## config.mk

```make
export PLATFORM = sky130hd
export DESIGN_NAME = clkctl_target
export DESIGN_NICKNAME = d
export VERILOG_FILES = /design/src/rtl/clkctl_pkg.sv /design/src/rtl/clkctl_bus_sync.sv /design/src/rtl/clkctl_bus_engine.sv /design/src/rtl/clkctl_reg_bank.sv /design/src/rtl/clkctl_pair_gate.sv /design/src/rtl/clkctl_target.sv
export SDC_FILE = /design/constraint.sdc
export NUM_CORES = 1
export LEC_CHECK = 0
export ABC_AREA = 0
export BUFFER_PORTS_ARGS = -buffer_cell sky130_fd_sc_hd__buf_2
export CAP_MARGIN = 20
export CORE_ASPECT_RATIO = 1.4
export CORE_MARGIN = 5
export CORE_UTILIZATION = 44
export DETAILED_ROUTE_END_ITERATION = 8
export GPL_TIMING_DRIVEN = 0
export PLACE_DENSITY = 0.6
export SETUP_SLACK_MARGIN = 0.5
export SYNTH_ARGS = -nofsm -noshare
export SYNTH_HDL_FRONTEND = slang
export SYNTH_SLANG_ARGS = --single-unit
```

## constraint.sdc

```tcl
create_clock -name clk -period 2 [get_ports clk]
set_input_delay 0.4 -clock clk [delete_from_list [all_inputs] [get_ports clk]]
set_output_delay 0.4 -clock clk [all_outputs]
set_load 0.02 [all_outputs]
```

## src/rtl/clkctl_pkg.sv

```systemverilog
package clkctl_pkg;
  localparam int DW    = 8;
  localparam int NREG  = 6;
  localparam int NPAIR = 6;
  localparam int IW    = $clog2(NREG);

  typedef enum logic [2:0] {ST_IDLE, ST_RX, ST_ACK, ST_TX, ST_RACK} bus_st_t;

  // power-on contents of each register
  function automatic logic [DW-1:0] reg_default(input int idx);
    case (idx)
      0:       return 8'hC0;
      1:       return 8'h4D;
      5:       return 8'h06;
      default: return '0;
    endcase
  endfunction

  // which register carries the enable of pair p
  function automatic int pair_reg(input int p);
    return (p < 2) ? 0 : 1;
  endfunction

  // which bit of that register carries the enable of pair p
  function automatic int pair_bit(input int p);
    case (p)
      0:       return 7;
      1:       return 6;
      2:       return 3;
      3:       return 6;
      4:       return 0;
      default: return 2;
    endcase
  endfunction
endpackage

```

## src/rtl/clkctl_bus_sync.sv

```systemverilog
module clkctl_bus_sync #(
  parameter int STAGES = 2
) (
  input  logic clk,
  input  logic rst,
  input  logic scl_i,
  input  logic sda_i,
  output logic sda_s,
  output logic scl_rise,
  output logic scl_fall,
  output logic start_evt,
  output logic stop_evt
);
  logic [STAGES-1:0] scl_q, sda_q;
  logic scl_d, sda_d, scl_s;

  always_ff @(posedge clk) begin
    if (rst) begin
      scl_q <= '1;
      sda_q <= '1;
      scl_d <= 1'b1;
      sda_d <= 1'b1;
    end else begin
      scl_q <= {scl_q[STAGES-2:0], scl_i};
      sda_q <= {sda_q[STAGES-2:0], sda_i};
      scl_d <= scl_q[STAGES-1];
      sda_d <= sda_q[STAGES-1];
    end
  end

  assign scl_s     = scl_q[STAGES-1];
  assign sda_s     = sda_q[STAGES-1];
  assign scl_rise  = scl_s & ~scl_d;
  assign scl_fall  = ~scl_s & scl_d;
  assign start_evt = scl_s & scl_d & sda_d & ~sda_s;
  assign stop_evt  = scl_s & scl_d & ~sda_d & sda_s;
endmodule

```

## src/rtl/clkctl_bus_engine.sv

```systemverilog
module clkctl_bus_engine
  import clkctl_pkg::*;
#(
  parameter logic [6:0]    DEV_ADDR   = 7'h69,
  parameter int            NWR        = 5,
  parameter logic [DW-1:0] BYTE_COUNT = 8'd6
) (
  input  logic          clk,
  input  logic          rst,
  input  logic          sda_s,
  input  logic          scl_rise,
  input  logic          scl_fall,
  input  logic          start_evt,
  input  logic          stop_evt,
  input  logic [DW-1:0] rd_data,
  output logic          sda_oe,
  output logic          wr_en,
  output logic [IW-1:0] wr_idx,
  output logic [DW-1:0] wr_data,
  output logic [IW-1:0] rd_idx
);
  localparam int BW = $clog2(DW + 1);
  localparam int PW = $clog2(NREG + NWR + 4);

  bus_st_t       st;
  logic [DW-1:0] sr, sh, tx_byte;
  logic [BW-1:0] bitcnt;
  logic [PW-1:0] pos;
  logic          in_addr, is_read;

  // byte presented in a read: count first, then registers, then all-ones
  assign rd_idx = IW'(pos - PW'(1));
  always_comb begin
    if (pos == '0)                tx_byte = BYTE_COUNT;
    else if (pos <= PW'(NREG))    tx_byte = rd_data;
    else                          tx_byte = '1;
  end

  always_ff @(posedge clk) begin
    if (rst) begin
      st      <= ST_IDLE;
      sda_oe  <= 1'b0;
      wr_en   <= 1'b0;
      wr_idx  <= '0;
      wr_data <= '0;
      sr      <= '0;
      sh      <= '0;
      bitcnt  <= '0;
      pos     <= '0;
      in_addr <= 1'b0;
      is_read <= 1'b0;
    end else begin
      wr_en <= 1'b0;
      if (start_evt) begin
        st      <= ST_RX;
        in_addr <= 1'b1;
        bitcnt  <= '0;
        pos     <= '0;
        sda_oe  <= 1'b0;
      end else if (stop_evt) begin
        st     <= ST_IDLE;
        sda_oe <= 1'b0;
      end else begin
        case (st)
          ST_RX: begin
            if (scl_rise && bitcnt < BW'(DW)) begin
              sr     <= {sr[DW-2:0], sda_s};
              bitcnt <= bitcnt + BW'(1);
            end else if (scl_fall && bitcnt == BW'(DW)) begin
              bitcnt <= '0;
              if (in_addr) begin
                if (sr[DW-1:1] == DEV_ADDR) begin
                  is_read <= sr[0];
                  sda_oe  <= 1'b1;
                  st      <= ST_ACK;
                end else begin
                  st <= ST_IDLE;
                end
              end else begin
                sda_oe <= 1'b1;
                st     <= ST_ACK;
                if (pos >= PW'(2) && pos < PW'(NWR + 2)) begin
                  wr_en   <= 1'b1;
                  wr_idx  <= IW'(pos - PW'(2));
                  wr_data <= sr;
                end
                if (pos != '1) pos <= pos + PW'(1);
              end
            end
          end
          ST_ACK: begin
            if (scl_fall) begin
              in_addr <= 1'b0;
              bitcnt  <= '0;
              if (is_read) begin
                st     <= ST_TX;
                sh     <= tx_byte;
                sda_oe <= ~tx_byte[DW-1];
              end else begin
                st     <= ST_RX;
                sda_oe <= 1'b0;
              end
            end
          end
          ST_TX: begin
            if (scl_fall) begin
              if (bitcnt == BW'(DW - 1)) begin
                sda_oe <= 1'b0;
                st     <= ST_RACK;
                if (pos != '1) pos <= pos + PW'(1);
              end else begin
                sh     <= {sh[DW-2:0], 1'b0};
                sda_oe <= ~sh[DW-2];
                bitcnt <= bitcnt + BW'(1);
              end
            end
          end
          ST_RACK: begin
            if (scl_rise) begin
              if (sda_s) st <= ST_IDLE;
            end else if (scl_fall) begin
              st     <= ST_TX;
              sh     <= tx_byte;
              sda_oe <= ~tx_byte[DW-1];
              bitcnt <= '0;
            end
          end
          default: ;
        endcase
      end
    end
  end
endmodule

```

## src/rtl/clkctl_reg_bank.sv

```systemverilog
module clkctl_reg_bank
  import clkctl_pkg::*;
(
  input  logic               clk,
  input  logic               rst,
  input  logic               wr_en,
  input  logic [IW-1:0]      wr_idx,
  input  logic [DW-1:0]      wr_data,
  input  logic [IW-1:0]      rd_idx,
  output logic [DW-1:0]      rd_data,
  output logic [NREG*DW-1:0] regs_o
);
  logic [NREG-1:0][DW-1:0] mem;

  always_ff @(posedge clk) begin
    for (int i = 0; i < NREG; i++) begin
      if (rst)                              mem[i] <= reg_default(i);
      else if (wr_en && wr_idx == IW'(i))   mem[i] <= wr_data;
    end
  end

  always_comb begin
    rd_data = '0;
    for (int i = 0; i < NREG; i++)
      if (rd_idx == IW'(i)) rd_data = mem[i];
  end

  assign regs_o = mem;
endmodule

```

## src/rtl/clkctl_pair_gate.sv

```systemverilog
module clkctl_pair_gate
  import clkctl_pkg::*;
(
  input  logic               clk,
  input  logic               rst,
  input  logic [NREG*DW-1:0] regs,
  output logic [NPAIR-1:0]   en_t,
  output logic [NPAIR-1:0]   en_c
);
  logic [NPAIR-1:0] sel;

  for (genvar p = 0; p < NPAIR; p++) begin : g_pair
    localparam int SRC = pair_reg(p) * DW + pair_bit(p);
    assign sel[p] = regs[SRC];
  end

  always_ff @(posedge clk) begin
    if (rst) begin
      en_t <= '1;
      en_c <= '1;
    end else begin
      en_t <= sel;
      en_c <= sel;
    end
  end
endmodule

```

## src/rtl/clkctl_target.sv

```systemverilog
module clkctl_target
  import clkctl_pkg::*;
#(
  parameter logic [6:0]    DEV_ADDR    = 7'h69,
  parameter int            NWR         = 5,
  parameter logic [DW-1:0] BYTE_COUNT  = 8'd6,
  parameter int            SYNC_STAGES = 2
) (
  input  logic             clk,
  input  logic             rst,
  input  logic             scl_i,
  input  logic             sda_i,
  output logic             sda_oe_o,
  output logic [NPAIR-1:0] pair_en_t_o,
  output logic [NPAIR-1:0] pair_en_c_o
);
  logic               sda_s, scl_rise, scl_fall, start_evt, stop_evt;
  logic               wr_en;
  logic [IW-1:0]      wr_idx, rd_idx;
  logic [DW-1:0]      wr_data, rd_data;
  logic [NREG*DW-1:0] regs;

  clkctl_bus_sync #(.STAGES(SYNC_STAGES)) u_sync (
    .clk(clk), .rst(rst), .scl_i(scl_i), .sda_i(sda_i), .sda_s(sda_s),
    .scl_rise(scl_rise), .scl_fall(scl_fall),
    .start_evt(start_evt), .stop_evt(stop_evt)
  );

  clkctl_bus_engine #(.DEV_ADDR(DEV_ADDR), .NWR(NWR), .BYTE_COUNT(BYTE_COUNT)) u_eng (
    .clk(clk), .rst(rst), .sda_s(sda_s), .scl_rise(scl_rise), .scl_fall(scl_fall),
    .start_evt(start_evt), .stop_evt(stop_evt), .rd_data(rd_data),
    .sda_oe(sda_oe_o), .wr_en(wr_en), .wr_idx(wr_idx), .wr_data(wr_data),
    .rd_idx(rd_idx)
  );

  clkctl_reg_bank u_regs (
    .clk(clk), .rst(rst), .wr_en(wr_en), .wr_idx(wr_idx), .wr_data(wr_data),
    .rd_idx(rd_idx), .rd_data(rd_data), .regs_o(regs)
  );

  clkctl_pair_gate u_gate (
    .clk(clk), .rst(rst), .regs(regs), .en_t(pair_en_t_o), .en_c(pair_en_c_o)
  );
endmodule

```

Word-level counts from Yosys, hierarchy flattened
Cells that the tools add are included.
Widths: inputs -> output; s select.
{ "word_totals": {"register_bits": 101, "input_bits": 4, "output_inout_bits": 13, "elab_cells": 180} }
{ "classes": {"add_sub_neg": 4, "magnitude_cmp": 4, "eq_ne": 40, "n_mux": 59, "n_bitwise": 19, "n_reduce_logical": 31} }
{ "ops": {"columns": ["cell", "n"], "rows": [
  ["$mux 8", 8],
  ["$mux 4", 12],
  ["$mux 7", 6],
  ["$mux 3", 8],
  ["$reduce_and 8->1", 3],
  ["$pmux 7 s3", 1],
  ["$reduce_and 7->1", 3],
  ["$eq 3x2->1 const B", 6],
  ["$mux 1", 17],
  ["$ne 4x3->1 const B", 4],
  ["$pmux 4 s4", 1],
  ["$eq 3x3->1 const B", 5],
  ["$ne 2x1->1 const B", 6],
  ["$not 1->1", 12],
  ["$pmux 3 s4", 1],
  ["$ne 2x2->1 const B", 5],
  ["$eq 3x1->1 const B", 3],
  ["$logic_and 1x1->1", 9],
  ["$reduce_and 9->1", 1],
  ["$add 4x1->4 const B", 2],
  ["$ne 4x4->1 const B", 2],
  ["$pmux 4 s2", 1],
  ["$and 1x1->1", 7],
  ["$eq 7x7->1 const B", 1],
  ["other kinds (26)", 33]
]} }

Logic depth before layout (Yosys ltp)
{ "depth": {"ltp_word": 14, "depth_mapped": 10, "mapped_depth_nobuf": 7} }

Hierarchy
From an unflattened synthesis, not the netlist that was laid out.
{ "hier_totals": {"cells_unflattened": 538, "area_unflattened_um2": 4810.9} }
{ "by_module_without_submodules": {"columns": ["mod", "n_inst", "cells_each", "area_each_um2", "seq_area_each_um2"], "rows": [
  ["clkctl_bus_engine", 1, 276, 2225.9, 820.8],
  ["clkctl_reg_bank", 1, 228, 2192.1, 960.9],
  ["clkctl_pair_gate", 1, 18, 202.7, 120.1],
  ["clkctl_bus_sync", 1, 16, 190.2, 120.1]
]} }

Least setup slack after synthesis
OpenSTA, ideal clock, no wires.
{ "synth_timing": {"kind": "register to register", "start": "register u_eng.pos[1]", "end": "register u_eng.wr_data[2]", "setup_time_ns": 0.128, "t_arrival_ns": 1.855, "required_time_ns": 1.872, "setup_slack_ns": 0.017, "stages_incl_launch_ff": 10, "path_buffers": 3, "period_less_slack_ns": 1.983, "path_cell_list": "dfxtp_1 ha_1 buf_2 nor3_1 a2111oi_0 and3_1 buf_4 buf_8 mux2i_1 nor2_1"} }
{ "synth_between": {"elab_chain_len": 3, "elab_cells_between_ends": 4, "cone_classes": "order compare (2); reduce/logical (2)"} }
{ "synth_lines": {"columns": ["element", "line_no", "source"], "rows": [
  ["start: declaration", "clkctl_bus_engine.sv:28", "logic [PW-1:0] pos;"],
  ["start signal: assignment", "clkctl_bus_engine.sv:87", "if (pos != '1) pos <= pos + PW'(1);"],
  ["start signal: assignment", "clkctl_bus_engine.sv:110", "if (pos != '1) pos <= pos + PW'(1);"],
  ["$ge 4x2->1 or $lt 4x3->1 (tied branches)", "clkctl_bus_engine.sv:82", "if (pos >= PW'(2) && pos < PW'(NWR + 2)) begin"],
  ["$logic_and 1x1->1 *", "clkctl_bus_engine.sv:82", null],
  ["$reduce_and 7->1 (no source line) *", null, null],
  ["end signal: assignment", "clkctl_bus_engine.sv:85", "wr_data <= sr;"],
  ["end: declaration", "clkctl_bus_engine.sv:19", "output logic [DW-1:0] wr_data,"]
]} }
Mark *: on every way between the ends. The rest lies on a longest branch, timed or not.
A chain may end at the register's enable or synchronous reset.

Worst setup path in the final report
{ "layout_timing": {"start": "register u_eng.pos[0]", "end": "register u_eng.sh[6]"} }
{ "layout_between": {"elab_chain_len": 13, "elab_cells_between_ends": 22, "cone_classes": "add/sub (1); order compare (1); eq/ne (5); mux (13); reduce/logical (2)"} }
{ "layout_lines": {"columns": ["element", "line_no", "source"], "rows": [
  ["$sub 3x1->3 *", "clkctl_bus_engine.sv:32", "assign rd_idx = IW'(pos - PW'(1));"],
  ["named net rd_idx[0]", "clkctl_target.sv:19", "logic [IW-1:0] wr_idx, rd_idx;"],
  ["$logic_not 3->1", "clkctl_reg_bank.sv:25", "if (rd_idx == IW'(i)) rd_data = mem[i];"],
  ["$mux 8 (5 in a row)", "clkctl_reg_bank.sv:25", null],
  ["$mux 8 *", "clkctl_reg_bank.sv:25", null],
  ["$mux 8 *", "clkctl_bus_engine.sv:35", "else if (pos <= PW'(NREG)) tx_byte = rd_data;"],
  ["$mux 8 *", "clkctl_bus_engine.sv:34", "if (pos == '0) tx_byte = BYTE_COUNT;"],
  ["$mux 7, on equally long branches", "clkctl_bus_engine.sv:121, clkctl_bus_engine.sv:95", null],
  ["$mux 7, on equally long branches", "clkctl_bus_engine.sv:119, clkctl_bus_engine.sv:92", null],
  ["$pmux 7 s3 *", "clkctl_bus_engine.sv:64", "case (st)"],
  ["end signal: assignment", "clkctl_bus_engine.sv:97", "sh <= tx_byte;"],
  ["end signal: assignment", "clkctl_bus_engine.sv:112", "sh <= {sh[DW-2:0], 1'b0};"],
  ["end signal: assignment", "clkctl_bus_engine.sv:123", "sh <= tx_byte;"],
  ["end: declaration", "clkctl_bus_engine.sv:26", "logic [DW-1:0] sr, sh, tx_byte;"]
]} }
Mark *: on every way through the listed nets, which the timed path passes. The rest lies on a longest branch. The select of a mux whose other input is x is not followed.

==> out/summary.txt <==
Die height - 137 um
Peak VDD IR - 0.000368 V
Cts-stage hold buffer count - 0
RSZ-0062 raised after global routing - yes
Filler cells - 979
Vias in the first global route - 4471
Ports - 17
Initial antenna violation count - 0
Die ar. - 13900 um^2
Met3 wire len - 503 um
Cell Pwr Density - 585 nW/um^2
Die span in x - 101 um
Yosys cell types - 74
Mux share of post-synthesis cell area - 5.89%
Wire length on met2 - 8230 um
Worst EP required - 2260 ps
First-pass GRT wire length - 23800 um
CP startpoint kind - register
WS Path Type - register to register
Crit path capture type - register
Setup Skew - 6.65 ps
Total Power - 3990 uW
Max Clk Rate - 0.534 GHz
Final Hold Fails - 0
Initial Util - 45.0%
Largest family of logic cells by synthesized area - simple AND/OR/NAND/NOR gates
Top FF cell, synth - dfxtp_1
Synth Area in XOR/XNOR - 0.687%
Adder-Cell Fraction of Synth Area - 2.21%
Syn Nets - 627
Synth Area in Simple Gates - 25.3%
Clock Latency Late Sink - 340 ps
Area of the mapped netlist - 5100 um^2
Layout cell share with drive strength beyond 1 - 32.1%
Headroom to the max-slew limit - 53.6%
Critical Path Fanout Max - 6
Register area share after synthesis - 39.7%
# diodes - 0
Clock transition at the registers of the reported paths - 70 ps
Port bufs - 16
Final Setup Violations - 0
DR iter-0 viols - 293
Synthesis warning total - 0
Max cap viols - 0
Most frequent cells in the layout - nand2_1, dfxtp_1, a21oi_1, nor2_1, buf_4
First drt pass iteration count - 5
Final instance area - 6820 um^2
Syn avg cell area - 8.30 um^2
Total global-route track usage - 22.2%
FP Rows - 46
Core Area - 11300 um^2
Final ANT Viol Nets - 0
Clk sinks - 101
Synth Register Bits - 101
DP Area - 5510 um^2
DRT Wirelength - 15600 um
Leakage - 0.00240 uW
GPL Wtd Cong - 0.968
Number of flops mapped to enable cells by yosys - 0
Commonest non-fill, non-tap cell in the layout - nand2_1
Tmin final - 1870 ps
HPWL after DPL - 10600 um
Fin crit share - 93.7%
Status - finished, final reports clean
H-Tree Depth - 3
Vias - 4744
DP Cell Count - 774
DRC - 0
Largest net degree at the start of global routing - 16
Routed met1 length - 6150 um
Area Growth Syn to Fin - 33.8%
Post-synthesis async set-or-reset flop share - 0%
Max-slew violations - 0
Global route overflow - 0
Wire per inst - 18.6 um
TritonCTS buffer count - 9
Post-DR vias/cell - 5.65
Synth Area in Compound Gates - 19.6%
CTS tree - yes
Clk root buf - clkbuf_16
Slew of the pin with the lowest slew margin - 696 ps
Setup TNS - 0 ps
Clock Path Buffers - 2
Post-route insts no fill - 839
Layout Nets - 703
Worst hold path class - input pin to register
Arrival time worst endpoint - 2140 ps
Top layer in use - met4
Gate Count Post-Synth - 614
-- registers in the layout, indices dropped and copies added, names as in the netlist, 2 cells and up --
signal         cells
u_eng.bitcnt       4
u_eng.pos          4
u_eng.sh           7
u_eng.sr           8
u_eng.st           3
u_eng.wr_data      8
u_eng.wr_idx       3
u_gate.en_c        6
u_regs.regs_o     48
u_sync.scl_q       2
u_sync.sda_q       2
-- cells in the mapped netlist, types with 4 or more instances --
cell / count / area (um^2)
nand2_1: 110 / 413
dfxtp_1: 101 / 2020
a21oi_1: 71 / 355
nor2_1: 49 / 184
mux2i_1: 30 / 300
inv_1: 23 / 86.3
clkbuf_1: 22 / 82.6
nand3_1: 15 / 75.1
or2_2: 13 / 81.3
buf_4: 11 / 82.6
nor2b_1: 10 / 62.6
o21ai_0: 10 / 50.1
ha_1: 9 / 113
buf_2: 7 / 35.0
nand2b_1: 7 / 43.8
nor3_1: 7 / 35.0
nand3b_1: 6 / 45.0
nor3b_1: 6 / 45.0
a211oi_1: 5 / 37.5
a31oi_1: 5 / 31.3
o32ai_1: 5 / 43.8
a21o_1: 4 / 30.0
a221o_1: 4 / 40.0
a221oi_1: 4 / 35.0
and3_1: 4 / 25.0
o2111ai_1: 4 / 35.0
or3_1: 4 / 25.0
-- metrics by stage --
| step | utilization, % | setup slack [ps] | hold slack, ps |
|---|---|---|---|
| 6_report | 60.2 | 126 | 239 |
| 5_1_grt | 60.2 | 18.3 | 247 |
| 4_1_cts | 56.3 | 71.7 | 231 |
| 3_5_place_dp | 48.6 | -32.2 | 394 |
| 3_3_place_gp | 48.6 | -59.9 | 392 |
| 2_1_floorplan | - | 284 | 389 |
-- kinds of logic after synthesis --
family / after synthesis
adder cells (fa/ha/maj): 9
XOR/XNOR: 4
buffers and inverters: 68
AND/OR/NAND/NOR: 257
multiplexers: 30
AO/OA/AOI/OAI: 145
flip-flops: 101
-- where the power goes --
part	leakage (uW)	total, uW	internal (uW)	switching (uW)
clock	0.000159	1860	1110	746
combinational	0.00142	120	44.4	75.8
sequential	0.000823	2010	2010	7.82
total	0.00240	3990	3160	830
-- metal layers --
metal | GRT usage [%] | up-vias
met2 | 39.2 | 133
met5 | 0 | -
li1 | - | 2301
met4 | 11.0 | 0
met1 | 25.9 | 2258
met3 | 3.14 | 52
-- cell type report --
| cell class | instances | area, um^2 | share of cell area [%] |
|---|---|---|---|
| inverters | 23 | 96.3 | 1.41 |
| clock inverters | 2 | 38.8 | 0.569 |
| plain buffers | 45 | 360 | 5.28 |
| repair buffers | 65 | 593 | 8.69 |
| well taps | 144 | 180 | 2.64 |
| multi-input cells | 445 | 3210 | 47.0 |
| clock buffers | 14 | 284 | 4.16 |
| flip-flops and latches | 101 | 2060 | 30.2 |
-- worst max-delay path: stages, from the launching register on --
cell and delay [ps]:
dfxtp_4 420, inv_6 60, ha_4 150, buf_8 130, buf_4 130, nand3b_1 140, a221o_1 340, o2111ai_1 90
nand3_1 130, a211oi_2 180
-- path summary, 6_finish.rpt --
| path | start | endpoint | slack, ps | cells after the start |
|---|---|---|---|---|
| worst max-delay path | u_eng.pos[0] | u_eng.sh[6] | 130 | 9 |
| worst min-delay path | scl_i | u_sync.scl_q[0] | 240 | 2 |
| worst min register to register | u_sync.scl_q[0] | u_sync.scl_q[1] | 410 | 1 |
| worst max register to register | u_eng.pos[0] | u_eng.sh[6] | 130 | 9 |
-- repair_timing --
item,CTS,global route
setup buffers,31,16
cloned,1,1
setup endpoints to repair,71,87
pin swaps,17,31
resized for setup,52,70
Note: power is estimated with default switching activity, not from simulation.
